`config.mk`:
```
export PLATFORM = sky130hd
export DESIGN_NAME = dnm_fmul
export DESIGN_NICKNAME = d
export VERILOG_FILES = /design/src/rtl/dnm_pkg.sv /design/src/rtl/dnm_order.sv /design/src/rtl/dnm_scan.sv /design/src/rtl/dnm_pack.sv /design/src/rtl/dnm_fmul.sv
export SDC_FILE = /design/constraint.sdc
export NUM_CORES = 2
export LEC_CHECK = 0
export CORE_MARGIN = 2
export CORE_UTILIZATION = 35
export CTS_BUF_LIST = sky130_fd_sc_hd__clkbuf_16
export DETAILED_ROUTE_END_ITERATION = 6
export MAX_ROUTING_LAYER = met4
export PLACE_DENSITY = 0.48
export SYNTH_ARGS = -nofsm -noshare
export SYNTH_HDL_FRONTEND = slang
export SYNTH_SLANG_ARGS = --single-unit
```
`constraint.sdc`:
```
create_clock -name clk_i -period 5.43 [get_ports clk_i]
set_input_delay 0.543 -clock clk_i [delete_from_list [all_inputs] [get_ports clk_i]]
set_output_delay 0.543 -clock clk_i [all_outputs]
set_load 0.03 [all_outputs]
```
`src/rtl/dnm_pkg.sv`:
```
package dnm_pkg;
  typedef enum logic {
    ST_IDLE = 1'b0,
    ST_SCAN = 1'b1
  } scan_state_e;
endpackage

```
`src/rtl/dnm_order.sv`:
```
module dnm_order #(
  parameter int EXP_W  = 8,
  parameter int FRAC_W = 23,
  localparam int WORD_W = 1 + EXP_W + FRAC_W
) (
  input  logic [WORD_W-1:0] op_a_i,
  input  logic [WORD_W-1:0] op_b_i,
  output logic [FRAC_W-1:0] mant_x_o,
  output logic [FRAC_W:0]   mant_y_o,
  output logic [EXP_W-1:0]  exp_y_o,
  output logic              sign_o,
  output logic              zero_o
);
  logic              swap;
  logic [WORD_W-2:0] mag_x, mag_y;

  // a normal A goes second
  assign swap  = |op_a_i[WORD_W-2:FRAC_W];
  assign mag_x = swap ? op_b_i[WORD_W-2:0] : op_a_i[WORD_W-2:0];
  assign mag_y = swap ? op_a_i[WORD_W-2:0] : op_b_i[WORD_W-2:0];

  assign sign_o   = op_a_i[WORD_W-1] ^ op_b_i[WORD_W-1];
  assign exp_y_o  = mag_y[WORD_W-2:FRAC_W];
  assign mant_x_o = mag_x[FRAC_W-1:0];
  assign mant_y_o = {1'b1, mag_y[FRAC_W-1:0]};
  assign zero_o   = (exp_y_o == '0) || (mag_x == '0);
endmodule

```
`src/rtl/dnm_scan.sv`:
```
module dnm_scan
  import dnm_pkg::*;
#(
  parameter int PROD_W = 47,
  localparam int IDX_W = $clog2(PROD_W)
) (
  input  logic              clk_i,
  input  logic              rst_ni,
  input  logic              load_i,
  input  logic [PROD_W-1:0] prod_i,
  input  logic              zero_i,
  output logic              busy_o,
  output logic              fin_o,
  output logic [PROD_W-1:0] norm_o,
  output logic [IDX_W-1:0]  lead_o,
  output logic              zero_o
);
  scan_state_e       state_q;
  logic [PROD_W-1:0] norm_q;
  logic [IDX_W-1:0]  lead_q;
  logic              zero_q;

  assign busy_o = (state_q == ST_SCAN);
  assign fin_o  = busy_o && (zero_q || norm_q[PROD_W-1]);
  assign norm_o = norm_q;
  assign lead_o = lead_q;
  assign zero_o = zero_q;

  always_ff @(posedge clk_i or negedge rst_ni) begin
    if (!rst_ni) begin
      state_q <= ST_IDLE;
      norm_q  <= '0;
      lead_q  <= '0;
      zero_q  <= 1'b0;
    end else begin
      case (state_q)
        ST_IDLE: if (load_i) begin
          norm_q  <= prod_i;
          lead_q  <= IDX_W'(PROD_W - 1);
          zero_q  <= zero_i || (prod_i == '0);
          state_q <= ST_SCAN;
        end
        default: if (fin_o) begin
          state_q <= ST_IDLE;
        end else begin
          norm_q <= norm_q << 1;
          lead_q <= lead_q - IDX_W'(1);
        end
      endcase
    end
  end

  // cycles spent in the current search, checker only
  logic [IDX_W:0] scan_cnt_q;
  always_ff @(posedge clk_i or negedge rst_ni) begin
    if (!rst_ni)                   scan_cnt_q <= '0;
    else if (!busy_o)              scan_cnt_q <= '0;
    else if (scan_cnt_q != '1)     scan_cnt_q <= scan_cnt_q + 1'b1;
  end

  p_step_r10: assert property (@(posedge clk_i) disable iff (!rst_ni)
    busy_o && !fin_o |=> busy_o && (lead_q == $past(lead_q) - IDX_W'(1)));

  p_bound_r11: assert property (@(posedge clk_i) disable iff (!rst_ni)
    busy_o |-> (int'(scan_cnt_q) < PROD_W));
endmodule

```
`src/rtl/dnm_pack.sv`:
```
module dnm_pack #(
  parameter int EXP_W  = 8,
  parameter int FRAC_W = 23,
  localparam int PROD_W = 2 * FRAC_W + 1,
  localparam int IDX_W  = $clog2(PROD_W),
  localparam int WORD_W = 1 + EXP_W + FRAC_W
) (
  input  logic [PROD_W-1:0] norm_i,
  input  logic [IDX_W-1:0]  lead_i,
  input  logic [EXP_W-1:0]  exp_i,
  input  logic              sign_i,
  input  logic              zero_i,
  output logic [WORD_W-1:0] result_o
);
  localparam int BIAS   = (1 << (EXP_W - 1)) - 1;
  localparam int OFFSET = 2 * FRAC_W + BIAS - 1;

  int                e_i;
  int                neg;
  logic [FRAC_W-1:0] frac_n, frac_s;
  logic [WORD_W-2:0] mag;

  always_comb begin
    e_i    = int'(exp_i) + int'(lead_i) - OFFSET;
    neg    = -e_i;
    // norm_i has its leading one at the top bit
    frac_n = FRAC_W'(norm_i >> (PROD_W - 1 - FRAC_W));
    frac_s = FRAC_W'((norm_i >> (PROD_W - FRAC_W)) >> neg);
    if (zero_i)                     mag = '0;
    else if (e_i > 0)               mag = {EXP_W'(e_i), frac_n};
    else if (e_i + FRAC_W - 1 >= 0) mag = {{EXP_W{1'b0}}, frac_s};
    else                            mag = '0;
    result_o = {sign_i, mag};
  end
endmodule

```
`src/rtl/dnm_fmul.sv`:
```
module dnm_fmul #(
  parameter int EXP_W  = 8,
  parameter int FRAC_W = 23,
  localparam int WORD_W = 1 + EXP_W + FRAC_W
) (
  input  logic              clk_i,
  input  logic              rst_ni,
  input  logic              start_i,
  input  logic [WORD_W-1:0] op_a_i,
  input  logic [WORD_W-1:0] op_b_i,
  output logic [WORD_W-1:0] result_o,
  output logic              done_o
);
  localparam int PROD_W = 2 * FRAC_W + 1;
  localparam int IDX_W  = $clog2(PROD_W);

  logic [FRAC_W-1:0] mant_x;
  logic [FRAC_W:0]   mant_y;
  logic [EXP_W-1:0]  exp_y, exp_q;
  logic              sign_c, sign_q, zero_c;
  logic [PROD_W-1:0] prod_c, norm;
  logic [IDX_W-1:0]  lead;
  logic              busy, fin, zero_s, accept;
  logic [WORD_W-1:0] packed_res;

  dnm_order #(.EXP_W(EXP_W), .FRAC_W(FRAC_W)) u_order (
    .op_a_i  (op_a_i),
    .op_b_i  (op_b_i),
    .mant_x_o(mant_x),
    .mant_y_o(mant_y),
    .exp_y_o (exp_y),
    .sign_o  (sign_c),
    .zero_o  (zero_c)
  );

  assign prod_c = PROD_W'(mant_x) * PROD_W'(mant_y);
  assign accept = start_i && !busy;

  always_ff @(posedge clk_i or negedge rst_ni) begin
    if (!rst_ni) begin
      exp_q  <= '0;
      sign_q <= 1'b0;
    end else if (accept) begin
      exp_q  <= exp_y;
      sign_q <= sign_c;
    end
  end

  dnm_scan #(.PROD_W(PROD_W)) u_scan (
    .clk_i (clk_i),
    .rst_ni(rst_ni),
    .load_i(accept),
    .prod_i(prod_c),
    .zero_i(zero_c),
    .busy_o(busy),
    .fin_o (fin),
    .norm_o(norm),
    .lead_o(lead),
    .zero_o(zero_s)
  );

  dnm_pack #(.EXP_W(EXP_W), .FRAC_W(FRAC_W)) u_pack (
    .norm_i  (norm),
    .lead_i  (lead),
    .exp_i   (exp_q),
    .sign_i  (sign_q),
    .zero_i  (zero_s),
    .result_o(packed_res)
  );

  always_ff @(posedge clk_i or negedge rst_ni) begin
    if (!rst_ni) begin
      result_o <= '0;
      done_o   <= 1'b0;
    end else begin
      done_o <= fin;
      if (fin) result_o <= packed_res;
    end
  end

  p_done_pulse_r9: assert property (@(posedge clk_i) disable iff (!rst_ni)
    done_o |=> !done_o);

  p_hold_r9: assert property (@(posedge clk_i) disable iff (!rst_ni)
    !done_o |-> $stable(result_o));

  p_sign_r3: assert property (@(posedge clk_i) disable iff (!rst_ni)
    accept |=> busy && (sign_q == ($past(op_a_i[WORD_W-1]) ^ $past(op_b_i[WORD_W-1]))));
endmodule

```
# Word-level counts from Yosys, hierarchy flattened

Index checks and enable logic that the tools add are counted.
Widths: inputs -> output; s select.

Reductions and logical operators: 13
Bitwise logic cells: 2
Eq/ne operators: 1
Muxes and demuxes: 14
$mul: 1
Add/sub/neg operators: 6
Div/mod/pow operators: 0
Shift-type cells: 1
Order comparisons: 2

Operators by type and width:

| operator              | number |
|---|---|
| $mux 47               | 3 |
| $mux 31               | 4 |
| $logic_not 47->1      | 1 |
| $mul 23x24->47        | 1 |
| $add 32x6->32 const B | 1 |
| $ge 32x1->1 const B   | 1 |
| $gt 32x1->1 const B   | 1 |
| $neg 32->32           | 1 |
| $shr 23x32->23        | 1 |
| $sub 32x2->32 const B | 1 |
| $sub 32x9->32 const B | 1 |
| $logic_not 31->1      | 1 |
| $mux 23               | 1 |
| $mux 6                | 3 |
| $add 8x6->9           | 1 |
| $logic_not 8->1       | 1 |
| $reduce_or 8->1       | 1 |
| $sub 6x1->6 const B   | 1 |
| $reduce_and 2->1      | 2 |
| $logic_or 1x1->1      | 3 |
| $mux 1                | 3 |
| $logic_and 1x1->1     | 2 |
| $ne 2x2->1 const B    | 1 |
| $reduce_bool 2->1     | 1 |
| 3 further kinds       | 3 |

Memory bits (read-only): 0
Latch bits: 0
Register bits: 97
Output and inout port bits: 33
Memories: 0
Bits in writable memories: 0

# Longest topological paths before layout

Depth after elaboration: 8
Mapped depth: 35
Gate-level depth less buffers: 30

# Cells and area by module

From an unflattened synthesis, not the netlist that was laid out.

Cells, all modules: 2,950
Area, all modules: 25,590.8 um^2

By module, submodules not included:

| module    | sequential area each (um^2) | cells an instance | times used | area each (um^2) |
|---|---|---|---|---|
| dnm_fmul  | 1,051.0                     | 2,169             | 1          | 19,760.2 |
| dnm_scan  | 1,376.3                     | 255               | 1          | 2,640.0 |
| dnm_pack  | 0.0                         | 341               | 1          | 2,359.8 |
| dnm_order | 0.0                         | 185               | 1          | 830.8 |

# Least setup slack after synthesis

OpenSTA, ideal clock, no wires.

Kind: input -> register
Start: input port op_a_i[28]
End: register u_scan.zero_q (netlist: u_scan.zero_o)
Data required time: 5.336 ns
Buffers on the path: 3
Arrival time: 9.186 ns
Setup slack: -3.850 ns
Setup time: 0.094 ns
Stages: 31
Cell sequence: or4_1 nor3_1 buf_1 buf_1 mux2i_1 nor2_1 fa_1 fa_1 inv_1 fa_1 inv_1 fa_1 inv_1 fa_1 inv_1 fa_1 inv_1 fa_1 inv_1 ha_1 clkbuf_1 nand2_1 a2111o_1 o21a_1 o211ai_1 and2_1 o311ai_0 or4_1 nor4_1 a41oi_1 a211oi_1

Word-level cells in the longest chain between the ends: 5
Elaborated cells between the ends (all ways): 9
Classes of those cells: mul: 1; mux: 2; reduce/logical: 6

Ends and longest elaborated chain:

| element                                                     | RTL line                         | source |
|---|---|---|
| start, declared                                             | dnm_fmul.sv:9                    | `input logic [WORD_W-1:0] op_a_i,` |
| $reduce_or 8->1                                             | dnm_order.sv:18                  | `assign swap = \|op_a_i[WORD_W-2:FRAC_W];` |
| $mux 31 (on tied branches)                                  | dnm_order.sv:19, dnm_order.sv:20 |  |
| $mul 23x24->47, or another cell as far along                | dnm_fmul.sv:36                   | `assign prod_c = PROD_W'(mant_x) * PROD_W'(mant_y);` |
| $logic_not 47->1 / $logic_or 1x1->1 (equally long branches) | dnm_scan.sv:40, dnm_order.sv:26  |  |
| $logic_or 1x1->1 *                                          | dnm_scan.sv:40                   | `zero_q <= zero_i \|\| (prod_i == '0);` |
| end signal, assigned                                        | dnm_scan.sv:40                   |  |
| end, declared                                               | dnm_scan.sv:21                   | `logic zero_q;` |

Mark *: on every way between the ends. The rest lies on a longest branch, timed or not.
A chain may end at the register's enable or synchronous reset.

# Worst setup path after layout

Start: input port op_a_i[29]
End: register u_scan.zero_q (netlist: u_scan.zero_o)

The elaborated chain is that of the path after synthesis.

==> metrics.log <==
[metrics] run status: finished with violations
[metrics] violated checks: setup timing
[metrics] crit-path max FO: 7
[metrics] total die area: 74100 µm²
[metrics] HPWL Detailed: 78.4 mm
[metrics] Port Buf Inserts: 99
[metrics] number of vias after detailed routing: roughly 23000
[metrics] top cell type by total area after synthesis: sky130_fd_sc_hd__fa_1
[metrics] I/O pin count: 100
[metrics] ranking of synthesized cells by area: sky130_fd_sc_hd__fa_1 37%, sky130_fd_sc_hd__dfrtp_1 9.6%, sky130_fd_sc_hd__ha_1 9.3%
[metrics] clock period minus final worst setup slack: 8.44 ns
[metrics] clk buf depth: 2
[metrics] worst slew margin relative to its limit: around 27%
[metrics] number of distinct library cells after synthesis: 86
[metrics] Crit path largest cell delay: 0.57 ns
[metrics] endpoints failing setup: 43
[metrics] maximum number of pins on one net before global-route repair: 55
[metrics] Final Skew: 0.0105 ns
[metrics] critical path endpoint category: flop
[metrics] Antenna Cells: 0
[metrics] Placeable Area: around 70000 µm²
[metrics] average wire per cell in the routed design: about 21 µm
[metrics] vertical die dimension: roughly 270 µm
[metrics] area added between synthesis and finish: 39.2%
[metrics] final-stage net count: around 4300
[metrics] synthesized instance count: ~3000
[metrics] H-Tree Depth: 3
[metrics] proportion of synthesized flip-flops having asynchronous set or reset: 100%
[metrics] Commonest cells post-synth: 575 x sky130_fd_sc_hd__inv_1, 467 x sky130_fd_sc_hd__nand2_1, 460 x sky130_fd_sc_hd__fa_1
[metrics] Period Utilization, post-route: 155%
[metrics] number of global-route vias before repair: ~25000
[metrics] final-layout fill cell count: 6945
[metrics] share of synthesized area occupied by flip-flops and latches: under 10%
[metrics] Worst setup SP type: input port
[metrics] cell at the root of the clock tree: sky130_fd_sc_hd__clkbuf_16
[metrics] slowest library cell on the worst path: sky130_fd_sc_hd__or4_4
[metrics] via/cell ratio: between 5 and 6
[metrics] later-pin clock latency in the skew report: approximately 0.36 ns
[metrics] cell area after synthesis: 25200 µm²
[metrics] maximum operating frequency: between 100 and 150 MHz
[metrics] final non-filler cell area: 35000 µm²
[metrics] clock buffers created by TritonCTS: 9
[metrics] length of the first detailed-routing pass in iterations: 6
[metrics] DRC violation count after routing: 0
[metrics] number of pins with negative max-slew slack in the final report: 0
[metrics] path category of the worst min-delay check: in -> async
[metrics] Clock Pin Slew Worst Setup and Hold Paths: 0.07 ns
[metrics] most used standard cell by instance count after synthesis: sky130_fd_sc_hd__inv_1
[metrics] RSZ-0062 raised after global routing: yes
[metrics] required time of the worst setup path: between 5 and 6 ns
[metrics] standard-cell rows: 98
[metrics] core occupancy in the finished layout: between 40 and 50%
[metrics] count of nets left with antenna violations after detail routing: 0
[metrics] GRT overflow: 0
[metrics] data arrival time of the worst path: about 8.7 ns
[metrics] cell occurring most often along the worst timing path: sky130_fd_sc_hd__fa_1
[metrics] buffers and inverters on the worst path: 12
[metrics] gp weighted congestion: a little under 1
[metrics] layout cell share with drive strength beyond 1: a little under a third
[metrics] antenna violations before repair: 0
[metrics] DRC violation total after the first TritonRoute iteration: 1479
[metrics] dpl cells: between 4000 and 5000
[metrics] Yosys warning count: 0
[metrics] pin slew with the least headroom to its limit: around 1.1 ns
[metrics] Post-synth EDFFs: 0
[metrics] critical path class: in -> reg
[metrics] Clock Sink Count: a little under 100
[metrics] Finished Layout Cells: 4525
[metrics] Yosys reg bits: 97
[metrics] wire length of the first global-routing pass: 147 mm
[metrics] number of max-cap violations: 0
[metrics] crit path setup slack, layout: -3.01 ns
[metrics] Yosys top cell area share: between 30% and 40%
[metrics] initial standard-cell utilization of the core: between 30% and 40%
[metrics] Chip Width: around 270 µm
[metrics] nets in the synthesized netlist: 3700
[metrics] count of endpoints failing hold in the final timing report: 0
[metrics] wirelength, routed: between 90 and 100 mm
[metrics] all-layer global routing usage: about a quarter
[metrics] delay-heaviest family, CP: adder cells
[metrics] placed cell areas: between 30000 and 40000 µm²
[metrics] clock tree from TritonCTS: built
[metrics] Syn Area/Cell: approximately 8.4 µm²
[metrics] flip-flop cell with the highest count after synthesis: sky130_fd_sc_hd__dfrtp_1
==> sequential cells by signal (all words and copies together), names as in the netlist <==
name,cells
u_scan.norm_o,47
result_o,32
exp_q,8
u_scan.lead_o,6
done_o,1
sign_q,1
u_scan.busy_o,1
u_scan.zero_o,1
==> what timing repair did <==
item                       in CTS  in global routing
setup endpoints to repair      44                 44
gates resized for setup       441                177
buffers inserted               95                 41
gates cloned                    8                  1
pin swaps                     182                152
hold buffers                    0                  0
==> layout by cell type (no fill, tap or decap), drive strengths merged, types with 15 or more instances in the layout <==
cell type	count
buf	618
inv	571
nand2	467
fa	460
nor2	291
ha	187
a21oi	115
o21ai	115
dfrtp	97
clkdlybuf4s50	91
mux2i	70
mux2	43
and2	31
xnor2	29
a22oi	26
nor3	23
nand4	21
nand3	21
a211oi	18
nor2b	16
xor2	15
nor4	15
==> path summary, 6_finish.rpt <==
check / start / endpoint / slack [ns] / cells after the start
max in group asynchronous: rst_ni / exp_q[6]$_DFFE_PN0P_ / 4.14 / 2
min: rst_ni / u_scan.norm_o[6]$_DFFE_PN0P_ / 0.23 / 1
min in group clk_i: op_a_i[27] / exp_q[4]$_DFFE_PN0P_ / 0.47 / 3
max reg2reg: u_scan.lead_o[0]$_DFFE_PN0P_ / result_o[0]$_DFFE_PN0P_ / 0.59 / 12
max: op_a_i[29] / u_scan.zero_o$_DFFE_PN0P_ / -3.01 / 33
min reg2reg: result_o[29]$_DFFE_PN0P_ / result_o[29]$_DFFE_PN0P_ / 0.48 / 2
==> kinds of logic after synthesis <==
family / share of synthesized area (%)
AND/OR/NAND/NOR: 16.3
adder cells (fa/ha/maj): 45.9
AO/OA/AOI/OAI: 10.6
XOR/XNOR: 1.66
multiplexers: 5.25
buffers and inverters: 10.7
flip-flops: 9.65
==> metrics by stage <==
stage | setup TNS, ns | hold slack [ns] | worst slack [ns]
after global routing | -104.09 | 0.287 | -3.29
after CTS | -93.81 | 0.252 | -2.96
after floorplan | -87.03 | 0.247 | -3.01
after global placement | -138.28 | 0.455 | -4.29
after detailed placement | -140.68 | 0.470 | -4.29
final | -95.79 | 0.228 | -3.01
==> metal layers <==
layer,part of all wire [%],vias to the layer above,global-route usage [%]
met3,3.9,122,1.68
met1,44,11853,34.8
met4,3.3,0,7.84
li1,-,10608,-
met5,0,-,-
met2,49,626,44.8
==> final cells by class <==
| type | count | area (µm²) | share of cell area [%] |
|---|---|---|---|
| clock buffer | 9 | 225 | 0.643 |
| clock inverter | 6 | 67.6 | 0.193 |
| inverter | 577 | 2210 | 6.31 |
| multi-input combinational | 2173 | 22300 | 63.7 |
| sequential | 97 | 2430 | 6.93 |
| tap | 950 | 1190 | 3.39 |
| timing repair buffer | 713 | 6580 | 18.8 |
Power is left out: the tool's default activity adds up to more than one toggle a clock period on the data nets, which glitch-free logic cannot reach.
